==> config.mk <==
export PLATFORM = sky130hd
export DESIGN_NAME = stepgate
export DESIGN_NICKNAME = d
export VERILOG_FILES = /design/src/rtl/stepgate_pkg.sv /design/src/rtl/sg_rst_sync.sv /design/src/rtl/sg_step_front.sv /design/src/rtl/sg_dir_buffer.sv /design/src/rtl/sg_lost_counter.sv /design/src/rtl/stepgate.sv
export SDC_FILE = /design/constraint.sdc
export NUM_CORES = 1
export LEC_CHECK = 0
export CORE_ASPECT_RATIO = 2
export CORE_MARGIN = 2
export CORE_UTILIZATION = 40
export DETAILED_ROUTE_END_ITERATION = 8
export HOLD_SLACK_MARGIN = 0.03
export PLACE_DENSITY_LB_ADDON = 0.12
export SLEW_MARGIN = 20
export SYNTH_ARGS = -nofsm -noshare
export SYNTH_HDL_FRONTEND = slang
export SYNTH_HIERARCHICAL = 1
export SYNTH_SLANG_ARGS = --single-unit
==> constraint.sdc <==
create_clock -name clk -period 12.9 [get_ports clk]
set_input_delay 1.29 -clock clk [delete_from_list [all_inputs] [get_ports clk]]
set_output_delay 1.29 -clock clk [all_outputs]
set_load 0.01 [all_outputs]
==> src/rtl/stepgate_pkg.sv <==
package stepgate_pkg;

  // Destination of a synchronised microstep in the current cycle
  typedef enum logic [1:0] {
    ROUTE_NONE = 2'd0,
    ROUTE_ACC  = 2'd1,
    ROUTE_BUF  = 2'd2,
    ROUTE_LOST = 2'd3
  } route_e;

endpackage

==> src/rtl/sg_rst_sync.sv <==
module sg_rst_sync (
  input  logic clk,
  input  logic rst_n,
  output logic rst_sync_n
);

  logic stage_q;
  logic out_q;

  always_ff @(posedge clk or negedge rst_n) begin
    if (!rst_n) begin
      stage_q <= 1'b0;
      out_q   <= 1'b0;
    end else begin
      stage_q <= 1'b1;
      out_q   <= stage_q;
    end
  end

  assign rst_sync_n = out_q;

endmodule

==> src/rtl/sg_step_front.sv <==
module sg_step_front #(
  parameter int OVR_CLKS = 1024
) (
  input  logic clk,
  input  logic rst_n,
  input  logic step_in,
  input  logic dir_in,
  output logic step_rise,
  output logic step_dir,
  output logic ovr_fire
);

  localparam int CNT_W = $clog2(OVR_CLKS + 1);
  localparam logic [CNT_W-1:0] CNT_TOP  = CNT_W'(OVR_CLKS);
  localparam logic [CNT_W-1:0] CNT_FIRE = CNT_W'(OVR_CLKS - 1);

  logic s_meta_q, s_sync_q, s_prev_q;
  logic d_meta_q, d_sync_q;
  logic [CNT_W-1:0] hold_q, hold_d;

  // Hold counter: high cycles seen so far, saturating at CNT_TOP
  always_comb begin
    if (!s_sync_q)             hold_d = '0;
    else if (hold_q == CNT_TOP) hold_d = hold_q;
    else                        hold_d = hold_q + 1'b1;
  end

  always_ff @(posedge clk or negedge rst_n) begin
    if (!rst_n) begin
      s_meta_q <= 1'b0;
      s_sync_q <= 1'b0;
      s_prev_q <= 1'b0;
      d_meta_q <= 1'b0;
      d_sync_q <= 1'b0;
      hold_q   <= '0;
    end else begin
      s_meta_q <= step_in;
      s_sync_q <= s_meta_q;
      s_prev_q <= s_sync_q;
      d_meta_q <= dir_in;
      d_sync_q <= d_meta_q;
      hold_q   <= hold_d;
    end
  end

  assign step_rise = s_sync_q & ~s_prev_q;
  assign step_dir  = d_sync_q;
  // Fires in the OVR_CLKS-th high cycle; the counter then passes it once
  assign ovr_fire  = s_sync_q && (hold_q == CNT_FIRE);

endmodule

==> src/rtl/sg_dir_buffer.sv <==
module sg_dir_buffer #(
  parameter int DEPTH = 255,
  localparam int CW = $clog2(DEPTH + 1)
) (
  input  logic          clk,
  input  logic          rst_n,
  input  logic          push,
  input  logic          push_dir,
  input  logic          pop,
  output logic [CW-1:0] count,
  output logic          head_dir
);

  logic [DEPTH-1:0] mem_q, mem_d;
  logic [CW-1:0]    cnt_q, cnt_d;

  // Pop shifts toward index 0; push writes at the fill level
  for (genvar i = 0; i < DEPTH; i++) begin : g_cell
    logic above;
    if (i == DEPTH - 1) begin : g_top
      assign above = 1'b0;
    end else begin : g_mid
      assign above = mem_q[i+1];
    end
    assign mem_d[i] = pop ? above
                    : ((push && (cnt_q == CW'(i))) ? push_dir : mem_q[i]);
  end

  always_comb begin
    if (pop)       cnt_d = cnt_q - 1'b1;
    else if (push) cnt_d = cnt_q + 1'b1;
    else           cnt_d = cnt_q;
  end

  always_ff @(posedge clk or negedge rst_n) begin
    if (!rst_n) begin
      mem_q <= '0;
      cnt_q <= '0;
    end else if (push || pop) begin
      mem_q <= mem_d;
      cnt_q <= cnt_d;
    end
  end

  assign count    = cnt_q;
  assign head_dir = mem_q[0];

endmodule

==> src/rtl/sg_lost_counter.sv <==
module sg_lost_counter #(
  parameter int W = 20
) (
  input  logic         clk,
  input  logic         rst_n,
  input  logic         clr,
  input  logic         inc,
  input  logic         dec,
  output logic [W-1:0] cnt
);

  localparam logic signed [W-1:0] MAXV = {1'b0, {(W-1){1'b1}}};
  localparam logic signed [W-1:0] MINV = {1'b1, {(W-1){1'b0}}};

  logic signed [W-1:0] cnt_q, cnt_d;

  always_comb begin
    cnt_d = cnt_q;
    if (clr)                      cnt_d = '0;
    else if (inc && cnt_q != MAXV) cnt_d = cnt_q + 1'b1;
    else if (dec && cnt_q != MINV) cnt_d = cnt_q - 1'b1;
  end

  always_ff @(posedge clk or negedge rst_n) begin
    if (!rst_n)                  cnt_q <= '0;
    else if (clr || inc || dec) cnt_q <= cnt_d;
  end

  assign cnt = cnt_q;

endmodule

==> src/rtl/stepgate.sv <==
module stepgate #(
  parameter int MAX_LOG2 = 8,
  parameter int OVR_CLKS = 1024,
  parameter int LOST_W   = 20,
  localparam int RES_W   = $clog2(MAX_LOG2 + 1)
) (
  input  logic              clk,
  input  logic              rst_n,
  input  logic              step_in,
  input  logic              dir_in,
  input  logic              gate_en,
  input  logic              motor_done,
  input  logic [RES_W-1:0]  res_log2,
  input  logic              lost_clr,
  output logic              ready_o,
  output logic              fs_pulse_o,
  output logic              fs_dir_o,
  output logic [LOST_W-1:0] lost_cnt_o
);

  import stepgate_pkg::*;

  localparam int MAXU      = 1 << MAX_LOG2;
  localparam int BUF_DEPTH = MAXU - 1;
  localparam int ACC_W     = $clog2(BUF_DEPTH + 1);

  logic rst_sync_n;
  logic step_rise, step_dir, ovr_fire;

  logic [RES_W-1:0] res_eff;
  logic [ACC_W-1:0] lim_m1;
  logic [ACC_W-1:0] buf_cnt;
  logic             head_dir;

  logic [ACC_W-1:0] acc_q, acc_d;
  logic             wait_q, wait_d;
  logic             fs_q, fs_d;
  logic             fsdir_q, fsdir_d;

  route_e route;
  logic   waiting, holding, pop, acc_step, acc_dir, complete;

  sg_rst_sync u_rst (
    .clk        (clk),
    .rst_n      (rst_n),
    .rst_sync_n (rst_sync_n)
  );

  sg_step_front #(.OVR_CLKS(OVR_CLKS)) u_front (
    .clk       (clk),
    .rst_n     (rst_sync_n),
    .step_in   (step_in),
    .dir_in    (dir_in),
    .step_rise (step_rise),
    .step_dir  (step_dir),
    .ovr_fire  (ovr_fire)
  );

  // Resolution clamp and group limit (N-1)
  assign res_eff = (int'(res_log2) > MAX_LOG2) ? RES_W'(MAX_LOG2) : res_log2;
  assign lim_m1  = ACC_W'((MAXU - 1) >> (MAX_LOG2 - int'(res_eff)));

  assign waiting = wait_q && gate_en;
  assign holding = waiting || (buf_cnt != '0);

  always_comb begin
    route = ROUTE_NONE;
    if (step_rise) begin
      if (!holding)              route = ROUTE_ACC;
      else if (buf_cnt < lim_m1) route = ROUTE_BUF;
      else                       route = ROUTE_LOST;
    end
  end

  assign pop      = !step_rise && !waiting && (buf_cnt != '0);
  assign acc_step = (route == ROUTE_ACC) || pop;
  assign acc_dir  = pop ? head_dir : step_dir;
  assign complete = acc_step && (acc_q >= lim_m1);

  sg_dir_buffer #(.DEPTH(BUF_DEPTH)) u_buf (
    .clk      (clk),
    .rst_n    (rst_sync_n),
    .push     (route == ROUTE_BUF),
    .push_dir (step_dir),
    .pop      (pop),
    .count    (buf_cnt),
    .head_dir (head_dir)
  );

  sg_lost_counter #(.W(LOST_W)) u_lost (
    .clk   (clk),
    .rst_n (rst_sync_n),
    .clr   (lost_clr),
    .inc   ((route == ROUTE_LOST) &&  step_dir),
    .dec   ((route == ROUTE_LOST) && !step_dir),
    .cnt   (lost_cnt_o)
  );

  // Next-state logic
  always_comb begin
    acc_d   = acc_q;
    wait_d  = wait_q;
    fs_d    = complete;
    fsdir_d = fsdir_q;
    if (acc_step) acc_d = complete ? '0 : acc_q + 1'b1;
    if (complete) fsdir_d = acc_dir;
    if (!gate_en)                    wait_d = 1'b0;
    else if (complete)               wait_d = 1'b1;
    else if (motor_done || ovr_fire) wait_d = 1'b0;
  end

  // State registers
  always_ff @(posedge clk or negedge rst_sync_n) begin
    if (!rst_sync_n) begin
      acc_q   <= '0;
      wait_q  <= 1'b0;
      fs_q    <= 1'b0;
      fsdir_q <= 1'b0;
    end else begin
      acc_q   <= acc_d;
      wait_q  <= wait_d;
      fs_q    <= fs_d;
      fsdir_q <= fsdir_d;
    end
  end

  assign ready_o    = !waiting;
  assign fs_pulse_o = fs_q;
  assign fs_dir_o   = fsdir_q;

endmodule

==> reports/metrics.yaml <==
run_status:
  outcome: "complete, no violations"
synth:
  syn_inst: 1948
  ys_seq_area_share_pct: 43.8
  synth-edff-count: 0
  yosys.cell_count.top_type: "nand2_1"
  ys.warnings.count: 6
  synth_fp_nets: 2004
  yosysTopAreaCell: "dfrtp_1"
  ys.flop_type: "dfrtp_1"
  yosys-top-cells-area: "dfrtp_1, mux2i_1, nand2_1"
  synth.distinct_cells: 91
  synth-seq-cells: 312
  ys_top_cells_by_count: "nand2_1, dfrtp_1, mux2i_1"
  yosysTopAreaCellShare_pct: 43.8
  syn_avg_cell_area_um2: 9.14
  ys_async_sr_fraction_pct: 100
  synthesis.area_um2: 17800
global_route:
  grt_max_degree: 164
  grt_pass1_wl_mm: 80.5
  track_usage_pct: 21.9
  grt_pass1_vias: 14120
  overflow: 0
  antenna_found_initial: 0
die:
  io_pins: 34
  die_y_um: 302
  die_area_um2: 46300
  die-width_um: 153
  start_util_pct: 40.4
  coreArea_um2: 44100
  rows: 109
final_layout:
  syn2layout_area_growth_pct: 9.66
  utilization_pct: 44.3
  post-route-cell-area_um2: 19500
  nFillCells: 4280
  layoutNonFillerInstCount: 2466
  layout-drive-gt1-share_pct: 7.06
  layout.nets: 1942
  diodes: 0
critical_path:
  crit_path_cell_trace: "clkdlybuf4s50_1 -> inv_1 -> nand2_1 -> ha_1 -> nor2b_1 -> a21oi_1 -> nor2b_1 -> nor2_1 -> ha_1 -> o211ai_1 -> o21a_1 -> o21ai_0 -> and4_1 -> o31ai_4 -> ha_1 -> o21ai_0 -> a32oi_1 -> a31oi_1 -> o21ai_0 -> a2111oi_2 -> a311o_1"
  worstPathMaxFanout: 26
  critPathLaunchType: "primary input"
  crit_path_end_kind: "flip-flop"
  critical_path_class: "primary input to flip-flop"
  worstPathArrival_ns: 6.69
  cp.required_ns: 13.30
  ff2ff_setup_slack_ns: 8.32
  max_stage_delay_ns: 0.51
  critical-path-slowest-cell: "clkdlybuf4s50_1"
route:
  top_layer: "met4"
  wl_met1_mm: 19.9
  dr.pass1.iters: 5
  drt-total-wl_mm: 51.2
  wire_per_inst_um: 20.8
  first_iter_violations: 1165
  post_drt_via_cell_ratio: 5.72
  wl_met2_mm: 26.7
  detail-route-antenna-nets: 0
  drc: 0
  met3_length_mm: 1.73
  vias: 14095
power:
  pwr_density_cell_nw_per_um2: 169
  total_power_mw: 3.30
  leakagePower_nw: 7.92
  ir_drop_mv: 0.108
clock_tree:
  clk-insertion-delay-late_ns: 0.53
  ctsResizeCount: 0
  ctsHoldBuffers: 0
  cts_buffer_depth: 3
  clk_root_buffer_cell: "clkbuf_16"
  tritoncts: "yes"
  path_clk_slew_ns: 0.07
  cts.sinks: 312
  numCtsBuffers: 34
  post_cts_buffers: 0
  h-tree-depth: 2
sta:
  period_share_pct: 48.7
  finalHoldViolations: 0
  setup_viol: 0
  final_max_slew_viol_count: 0
  period_needed_ns: 6.29
  slew_headroom_pct: 23.8
  clock_skew_ns: 0.0167
  fin_tns_setup_ns: 0
  fmax_ghz: 0.159
  max_slew.worst_pin.slew_ns: 1.14
  rsz0062_at_grt: "false"
placement:
  numPortBuffers: 33
  hpwlAfterDp_mm: 31.4
  dpl-instance-area_um2: 18300
  place_congestion: 0.821
  post-place-cells: 2405
job:
  maxCapViolCount: 0
min_path:
  hp-class: "flip-flop to flip-flop"
## where the power goes
part | total (mW) | internal (mW) | leakage [nW] | switching [mW]
sequential | 1.20 | 1.09 | 4.27 | 0.106
clock | 1.06 | 0.635 | 0.587 | 0.422
combinational | 1.04 | 0.360 | 3.06 | 0.684
## state kept, by name, indices dropped and copies added (netlist names), 8 cells and up
name	flops
u_buf/mem_q	255
u_lost/cnt	20
u_front/hold_q	11
acc_q	8
u_buf/count	8
## critical path: cells and delay by family
family / cells / cell delay [ns]
AOI/OAI and AO/OA: 11 / 2.75
adders and majority gates: 3 / 1.06
buffers and inverters: 2 / 0.65
and+or+nand+nor: 5 / 0.93
## area by class of cell
| cell class | instances | area, um^2 | share of cell area, % |
|---|---|---|---|
| multi-input combinational | 1454 | 9200 | 47.1 |
| inverter | 26 | 105 | 0.538 |
| tap | 555 | 694 | 3.56 |
| timing repair buffer | 58 | 518 | 2.65 |
| clock buffer | 53 | 1080 | 5.51 |
| sequential | 312 | 7820 | 40.0 |
| clock inverter | 8 | 121 | 0.622 |
## worst paths after layout
path / startpoint / to / cells past startpoint
max: res_log2[3] / u_lost/cnt[18] / 21
min: u_front/d_meta_q / u_front/step_dir / 0
max reg2reg: u_buf/count[6] / u_lost/cnt[18] / 14
min reg2reg: u_front/d_meta_q / u_front/step_dir / 0
max in group asynchronous: u_rst/rst_sync_n / u_lost/cnt[10] / 2
min in group asynchronous: u_rst/rst_sync_n / u_buf/mem_q[219] / 0
## cell families after synthesis
| kind of cell | after synthesis | synth area share (%) |
|---|---|---|
| xor gates and xnor gates | 20 | 0.984 |
| and+or+nand+nor | 730 | 19.9 |
| adders and majority gates | 45 | 3.20 |
| other | 1 | 0.0211 |
| AOI/OAI and AO/OA | 425 | 14.3 |
| DFF | 312 | 43.8 |
| muxes | 233 | 13.1 |
| buffers and inverters | 182 | 4.64 |
## stage by stage
step	worst slack [ns]	hold slack, ns
final	6.61	0.343
after global routing	6.18	0.350
after CTS	6.67	0.345
after detailed placement	6.14	0.337
after global placement	6.22	0.333
after floorplan	3.56	0.331
## per-layer routing
metal	up-vias	track usage (%)
li1	6692	-
met4	0	11.2
met2	357	40.2
met3	139	2.48
met1	6907	25.0
met5	-	0
## layout by cell type (no fill, tap or decap), types with 6 or more instances in the layout
| cell type | n |
|---|---|
| nand2_1 | 351 |
| dfrtp_1 | 310 |
| mux2i_1 | 231 |
| nor2_1 | 186 |
| o21ai_0 | 180 |
| o21ai_1 | 88 |
| a21oi_1 | 48 |
| ha_1 | 44 |
| clkbuf_16 | 37 |
| clkdlybuf4s50_1 | 33 |
| buf_4 | 25 |
| inv_1 | 24 |
| nand3_1 | 22 |
| nand4_1 | 16 |
| a221o_1 | 14 |
| nor3_1 | 13 |
| nor2_2 | 13 |
| and3_1 | 13 |
| xnor2_1 | 11 |
| a21o_1 | 11 |
| nor2b_1 | 10 |
| nand4b_1 | 10 |
| nor4_1 | 10 |
| clkbuf_8 | 9 |
| xor2_1 | 9 |
| a31oi_1 | 7 |
| a211oi_1 | 7 |
| clkbuf_1 | 7 |
| nand3b_1 | 7 |
| or4_1 | 7 |
| nand2b_1 | 6 |
| o211ai_1 | 6 |
| o21a_1 | 6 |
| nand4bb_1 | 6 |
| a32oi_1 | 6 |
(Power assumes the default switching activity.)
